<file path="src/rtl/scan_pkg.sv">
package scan_pkg;
   localparam int REG_SEL_W = 3;
   localparam logic [REG_SEL_W-1:0] SEL_BASE_HI = 3'd0;
   localparam logic [REG_SEL_W-1:0] SEL_BASE_LO = 3'd1;
   localparam logic [REG_SEL_W-1:0] SEL_PITCH   = 3'd2;
   localparam logic [REG_SEL_W-1:0] SEL_SPLIT_L = 3'd3;
   localparam logic [REG_SEL_W-1:0] SEL_SPLIT_8 = 3'd4;
   localparam logic [REG_SEL_W-1:0] SEL_SPLIT_9 = 3'd5;
   localparam logic [REG_SEL_W-1:0] SEL_PAN     = 3'd6;
   localparam logic [REG_SEL_W-1:0] SEL_MODE    = 3'd7;
   localparam int SPLIT8_BIT   = 4;
   localparam int SPLIT9_BIT   = 6;
   localparam int SUPPRESS_BIT = 5;
   localparam int VSYNC_BIT    = 3;
endpackage

</file>
<file path="src/rtl/scan_regs.sv">
module scan_regs
   import scan_pkg::*;
#(
   parameter int ADDR_W       = 16,
   parameter int LINE_W       = 10,
   parameter int PAN_W        = 3,
   parameter bit HAS_SUPPRESS = 1'b1
) (
   input  logic                 clk,
   input  logic                 rst_n,
   input  logic                 wr_en,
   input  logic [REG_SEL_W-1:0] wr_sel,
   input  logic [7:0]           wr_data,
   output logic [ADDR_W-1:0]    base_pend,
   output logic [7:0]           pitch_q,
   output logic [LINE_W-1:0]    split_line,
   output logic [PAN_W-1:0]     pan_pend,
   output logic                 suppress
);
   logic [7:0] base_hi, base_lo, split_lo;
   logic       split_b8, split_b9, mode_sup;

   always_ff @(posedge clk or negedge rst_n) begin
      if (!rst_n) begin
         base_hi  <= '0;
         base_lo  <= '0;
         pitch_q  <= '0;
         split_lo <= '0;
         split_b8 <= 1'b0;
         split_b9 <= 1'b0;
         pan_pend <= '0;
         mode_sup <= 1'b0;
      end else if (wr_en) begin
         case (wr_sel)
            SEL_BASE_HI: base_hi  <= wr_data;
            SEL_BASE_LO: base_lo  <= wr_data;
            SEL_PITCH:   pitch_q  <= wr_data;
            SEL_SPLIT_L: split_lo <= wr_data;
            SEL_SPLIT_8: split_b8 <= wr_data[SPLIT8_BIT];
            SEL_SPLIT_9: split_b9 <= wr_data[SPLIT9_BIT];
            SEL_PAN:     pan_pend <= wr_data[PAN_W-1:0];
            SEL_MODE:    mode_sup <= wr_data[SUPPRESS_BIT];
            default: ;
         endcase
      end
   end

   assign base_pend  = {{(ADDR_W-16){1'b0}}, base_hi, base_lo};
   assign split_line = {{(LINE_W-10){1'b0}}, split_b9, split_b8, split_lo};

   generate
      if (HAS_SUPPRESS) begin : g_sup
         assign suppress = mode_sup;
      end else begin : g_nosup
         assign suppress = 1'b0;
      end
   endgenerate
endmodule

</file>
<file path="src/rtl/scan_line_track.sv">
module scan_line_track #(
   parameter int LINE_W = 10
) (
   input  logic              clk,
   input  logic              rst_n,
   input  logic              frame_start,
   input  logic              line_start,
   input  logic [LINE_W-1:0] split_line,
   output logic [LINE_W-1:0] line_cnt,
   output logic              in_split,
   output logic              restart
);
   localparam logic [LINE_W-1:0] CNT_MAX = '1;

   assign restart = line_start && !frame_start && !in_split &&
                    (line_cnt == split_line);

   always_ff @(posedge clk or negedge rst_n) begin
      if (!rst_n) begin
         line_cnt <= '0;
         in_split <= 1'b0;
      end else if (frame_start) begin
         line_cnt <= '0;
         in_split <= 1'b0;
      end else if (line_start) begin
         if (line_cnt != CNT_MAX) line_cnt <= line_cnt + 1'b1;
         if (restart) in_split <= 1'b1;
      end
   end
endmodule

</file>
<file path="src/rtl/scan_row_addr.sv">
module scan_row_addr #(
   parameter int ADDR_W = 16
) (
   input  logic              clk,
   input  logic              rst_n,
   input  logic              frame_start,
   input  logic              line_start,
   input  logic              restart,
   input  logic [ADDR_W-1:0] base_pend,
   input  logic [7:0]        pitch_q,
   output logic [ADDR_W-1:0] row_addr
);
   logic [ADDR_W-1:0] step;
   assign step = {{(ADDR_W-9){1'b0}}, pitch_q, 1'b0};

   always_ff @(posedge clk or negedge rst_n) begin
      if (!rst_n)           row_addr <= '0;
      else if (frame_start) row_addr <= base_pend;
      else if (restart)     row_addr <= '0;
      else if (line_start)  row_addr <= row_addr + step;
   end
endmodule

</file>
<file path="src/rtl/scan_addr_gen.sv">
module scan_addr_gen
   import scan_pkg::*;
#(
   parameter int ADDR_W       = 16,
   parameter int LINE_W       = 10,
   parameter int PAN_W        = 3,
   parameter bit HAS_SUPPRESS = 1'b1
) (
   input  logic              clk,
   input  logic              rst_n,
   input  logic              wr_en,
   input  logic [2:0]        wr_sel,
   input  logic [7:0]        wr_data,
   input  logic              frame_start,
   input  logic              line_start,
   input  logic              vsync,
   output logic [ADDR_W-1:0] line_addr,
   output logic [PAN_W-1:0]  pix_shift,
   output logic              split_active,
   output logic [7:0]        status
);
   generate
      if (ADDR_W < 16) begin : g_chk_addr
         $error("ADDR_W must be at least 16");
      end
      if (LINE_W < 10) begin : g_chk_line
         $error("LINE_W must be at least 10");
      end
      if (PAN_W != 3) begin : g_chk_pan
         $error("PAN_W must be 3");
      end
   endgenerate

   logic [ADDR_W-1:0] base_pend;
   logic [7:0]        pitch_q;
   logic [LINE_W-1:0] split_line;
   logic [PAN_W-1:0]  pan_pend;
   logic [PAN_W-1:0]  pan_eff;
   logic              suppress;
   logic [LINE_W-1:0] line_cnt;
   logic              restart;

   scan_regs #(.ADDR_W(ADDR_W), .LINE_W(LINE_W), .PAN_W(PAN_W),
               .HAS_SUPPRESS(HAS_SUPPRESS)) u_regs (
      .clk(clk), .rst_n(rst_n), .wr_en(wr_en), .wr_sel(wr_sel),
      .wr_data(wr_data), .base_pend(base_pend), .pitch_q(pitch_q),
      .split_line(split_line), .pan_pend(pan_pend), .suppress(suppress)
   );

   scan_line_track #(.LINE_W(LINE_W)) u_track (
      .clk(clk), .rst_n(rst_n), .frame_start(frame_start),
      .line_start(line_start), .split_line(split_line),
      .line_cnt(line_cnt), .in_split(split_active), .restart(restart)
   );

   scan_row_addr #(.ADDR_W(ADDR_W)) u_addr (
      .clk(clk), .rst_n(rst_n), .frame_start(frame_start),
      .line_start(line_start), .restart(restart), .base_pend(base_pend),
      .pitch_q(pitch_q), .row_addr(line_addr)
   );

   always_ff @(posedge clk or negedge rst_n) begin
      if (!rst_n)           pan_eff <= '0;
      else if (frame_start) pan_eff <= pan_pend;
   end

   assign pix_shift = (split_active && suppress) ? '0 : pan_eff;

   always_comb begin
      status = '0;
      status[VSYNC_BIT] = vsync;
   end
endmodule

</file>
<file path="config.mk">
export PLATFORM = sky130hd
export DESIGN_NAME = scan_addr_gen
export DESIGN_NICKNAME = d
export VERILOG_FILES = /design/src/rtl/scan_pkg.sv /design/src/rtl/scan_regs.sv /design/src/rtl/scan_line_track.sv /design/src/rtl/scan_row_addr.sv /design/src/rtl/scan_addr_gen.sv
export SDC_FILE = /design/constraint.sdc
export NUM_CORES = 1
export LEC_CHECK = 0
export BUFFER_PORTS_ARGS = -buffer_cell sky130_fd_sc_hd__buf_2
export CAP_MARGIN = 20
export CORE_AREA = 2 2 83 85
export DETAILED_ROUTE_END_ITERATION = 7
export DIE_AREA = 0 0 85 87
export PLACE_DENSITY_LB_ADDON = 0.12
export SYNTH_ARGS = -nofsm -noshare
export SYNTH_HDL_FRONTEND = slang
export SYNTH_SLANG_ARGS = --single-unit
</file>
<file path="constraint.sdc">
create_clock -name clk -period 4.03 [get_ports clk]
set_clock_uncertainty 0.05 [all_clocks]
set_input_delay 0.403 -clock clk [delete_from_list [all_inputs] [get_ports clk]]
set_output_delay 0.403 -clock clk [all_outputs]
set_load 0.01 [all_outputs]
</file>
==> flow_summary.json <==
{
  "p_per_area_nw_per_um2": 555,
  "fin_crit_sh": 0.604,
  "critPathKind": "reg2reg",
  "use_met2": 0.371,
  "arrival_ns": 2.60,
  "grt-ovfl-total": 0,
  "die_height_um": 87,
  "num_rows": 30,
  "grt_pass1_vias": 2580,
  "p_switching_mw": 0.762,
  "clk-insertion-delay-late_ns": 0.34,
  "cts_setup_buffers": 0,
  "num_io_pins": 45,
  "io_buffers": 35,
  "area_delta_synth_final_pct": 11.1,
  "cts-htree-levels": 3,
  "cap_viol_max_count": 0,
  "cp_slowest_cell": "fa_1",
  "wl_per_cell_um": 18.2,
  "cts_sinks": 68,
  "rsz0062_at_grt": "false",
  "regArea_um2": 1700,
  "synthArstFlopShare": 1.00,
  "drtPass1Iterations": 4,
  "worstHoldPathType": "in2async",
  "netlist.area_leader.share": 0.475,
  "final_area_um2": 3980,
  "fp.dieW_um": 85,
  "worstMarginPinSlew_ns": 0.931,
  "finalNetCount": 381,
  "max-vdd-ir-drop_mv": 0.291,
  "cp_max_fo": 3,
  "fillerInstances": 576,
  "netlist_instances": 320,
  "grt_pass1_wl_mm": 13.2,
  "power_mw": 2.21,
  "route.detailed.drc": 0,
  "crit_path_cell_trace": "ha_1, fa_1, a21o_1, a31oi_1, o21bai_1, o21a_1, o311ai_0",
  "antenna_found_initial": 0,
  "use_met1": 0.320,
  "cts_hold_buf": 0,
  "post-route-min-period_ns": 2.43,
  "max_freq_mhz": 411,
  "antenna_cells": 0,
  "drive_gt1_frac": 0.281,
  "clk_pin_slew_ns": 0.08,
  "dpl.hpwl_mm": 5.62,
  "yosys_warnings": 0,
  "cts_made_buffers": 9,
  "hold_viol": 0,
  "p_comb_frac": 0.314,
  "crit_required_ns": 4.20,
  "core-area_um2": 6570,
  "clockRootBuffer": "clkbuf_8",
  "grt_max_degree": 42,
  "p_sw_frac": 0.345,
  "clkPwrFrac": 0.257,
  "critPathCaptureType": "register",
  "leakage_nw": 1.80,
  "synth_edf_count": 0,
  "cts_resized": 0,
  "antenna_left": 0,
  "synth_cell_types": 52,
  "placed_area_um2": 3780,
  "use_met3": 0.0341,
  "ys_seq_elements": 68,
  "start_util": 0.545,
  "slew_viol_final": 0,
  "drtIter0Drc": 58,
  "synth.avg_cell_area_um2": 11.2,
  "tns_ns": 0,
  "ys_seq_area_frac": 0.475,
  "synth_top_cell_by_area": "dfrtp_1",
  "cts_tree": "yes",
  "fin_util": 0.606,
  "totalWireLength_mm": 7.98,
  "setup_viol": 0,
  "clockBufferDepth": 2,
  "seq_power_share": 0.429,
  "syn-cell-area_um2": 3580,
  "p_int_mw": 1.44,
  "routed-via-count": 2564,
  "synthTopCellsByArea": "dfrtp_1, mux2_2, xor2_1",
  "status": "finished, final reports clean",
  "critPathLaunchType": "register",
  "place.gp.congestion": 0.796,
  "slowest_delay_ns": 0.42,
  "grt_util_all_layers": 0.233,
  "busiest_layer": "met2",
  "synth_ff_type": "dfrtp_1",
  "vias_per_cell": 5.84,
  "dieArea_um2": 7400,
  "relSlewSlack": 0.380,
  "multi_input_area_um2": 1770
}
==> registers in the layout, summed over array words and instances (netlist names) <==
signal / cells
pan_eff: 3
u_addr.row_addr: 16
u_regs.base_hi: 8
u_regs.base_lo: 8
u_regs.pan_pend: 3
u_regs.pitch_q: 8
u_regs.split_b8: 1
u_regs.split_b9: 1
u_regs.split_lo: 8
u_regs.suppress: 1
u_track.in_split: 1
u_track.line_cnt: 10
==> worst paths after layout <==
kind	start	to	slack, ns	depth (start not counted)
setup / recovery	u_addr.row_addr[1]$_DFFE_PN0P_	u_addr.row_addr[13]$_DFFE_PN0P_	1.60	7
hold / removal	rst_n	u_addr.row_addr[14]$_DFFE_PN0P_	0.14	1
setup reg to reg	u_addr.row_addr[1]$_DFFE_PN0P_	u_addr.row_addr[13]$_DFFE_PN0P_	1.60	7
hold reg to reg	u_regs.base_lo[7]$_DFFE_PN0P_	u_addr.row_addr[7]$_DFFE_PN0P_	0.44	2
max in group asynchronous	rst_n	u_regs.pitch_q[7]$_DFFE_PN0P_	2.86	2
min in group clk	wr_data[7]	u_regs.base_hi[7]$_DFFE_PN0P_	0.32	2
==> synth_stat cells (all sizes together) (2+ instances only) <==
| library cell | instances |
|---|---|
| dfrtp | 68 |
| mux2 | 41 |
| nand2 | 24 |
| nor2 | 18 |
| o21ai | 16 |
| xor2 | 16 |
| buf | 12 |
| ha | 9 |
| nand3 | 8 |
| xnor2 | 8 |
| a21oi | 7 |
| clkbuf | 7 |
| mux2i | 7 |
| nor3 | 7 |
| a211oi | 6 |
| a21o | 6 |
| inv | 5 |
| nand4 | 5 |
| and2 | 4 |
| o21a | 4 |
| o31ai | 4 |
| and3 | 3 |
| nor4 | 3 |
| o211ai | 3 |
| a22oi | 2 |
| a31oi | 2 |
| and4 | 2 |
| nand2b | 2 |
| nand4b | 2 |
| nor3b | 2 |
| o2111ai | 2 |
==> final cells by class <==
class / count / share of cell area
Multi-Input combinational cell: 234 / 0.446
Timing Repair Buffer: 36 / 0.0459
Tap cell: 80 / 0.0252
Inverter: 5 / 0.00472
Clock inverter: 7 / 0.0192
Clock buffer: 9 / 0.0311
Sequential cell: 68 / 0.428
==> power groups by stage <==
stage,clock [mW],combinational [mW],sequential [mW]
floorplan,0,0.498,0.948
global placement,0,0.681,0.952
detailed placement,0,0.693,0.958
CTS,0.579,0.699,0.945
global route,0.607,0.786,0.966
finish,0.566,0.693,0.946
==> cells in the final DEF (no fill, tap or decap), types with 5 or more instances in the layout <==
| master | instances |
|---|---|
| a211oi_1 | 6 |
| a21o_1 | 6 |
| a21oi_1 | 7 |
| buf_2 | 35 |
| clkbuf_8 | 9 |
| conb_1 | 7 |
| dfrtp_1 | 68 |
| ha_1 | 9 |
| inv_1 | 5 |
| mux2_2 | 41 |
| mux2i_1 | 7 |
| nand2_1 | 24 |
| nand3_1 | 7 |
| nand4_1 | 5 |
| nor2_1 | 18 |
| nor3_1 | 5 |
| o21ai_0 | 16 |
| xnor2_1 | 8 |
| xor2_1 | 16 |
==> per-stage QoR <==
stage,std cells,setup slack (ns),hold WS (ns)
2_1_floorplan,326,1.76,0.0574
3_3_place_gp,423,1.51,0.410
3_5_place_dp,423,1.44,0.422
4_1_cts,439,1.57,0.183
5_1_grt,439,1.41,0.216
6_report,439,1.60,0.142
==> cells by family after synthesis <==
family	synth area share
other cells	0.00105
mux	0.149
simple gates	0.123
fa+ha+maj	0.0371
flops	0.475
buf+inv	0.0353
xor+xnor	0.0587
compound gates	0.121
==> critical path: cells and delay by family (launching register included) <==
kind / cells / cell delay [ns]
compound gates: 5 / 1.19
fa+ha+maj: 2 / 0.67
flops: 1 / 0.40
==> layer usage <==
| layer | up-vias | part of all wire | routed length (um) |
|---|---|---|---|
| met4 | 0 | 0.018 | 145 |
| met2 | 60 | 0.47 | 3740 |
| met5 | - | 0 | 0 |
| met1 | 1275 | 0.48 | 3800 |
| met3 | 13 | 0.038 | 302 |
| li1 | 1216 | - | - |
No activity file was read; power rests on OpenSTA's default activity.
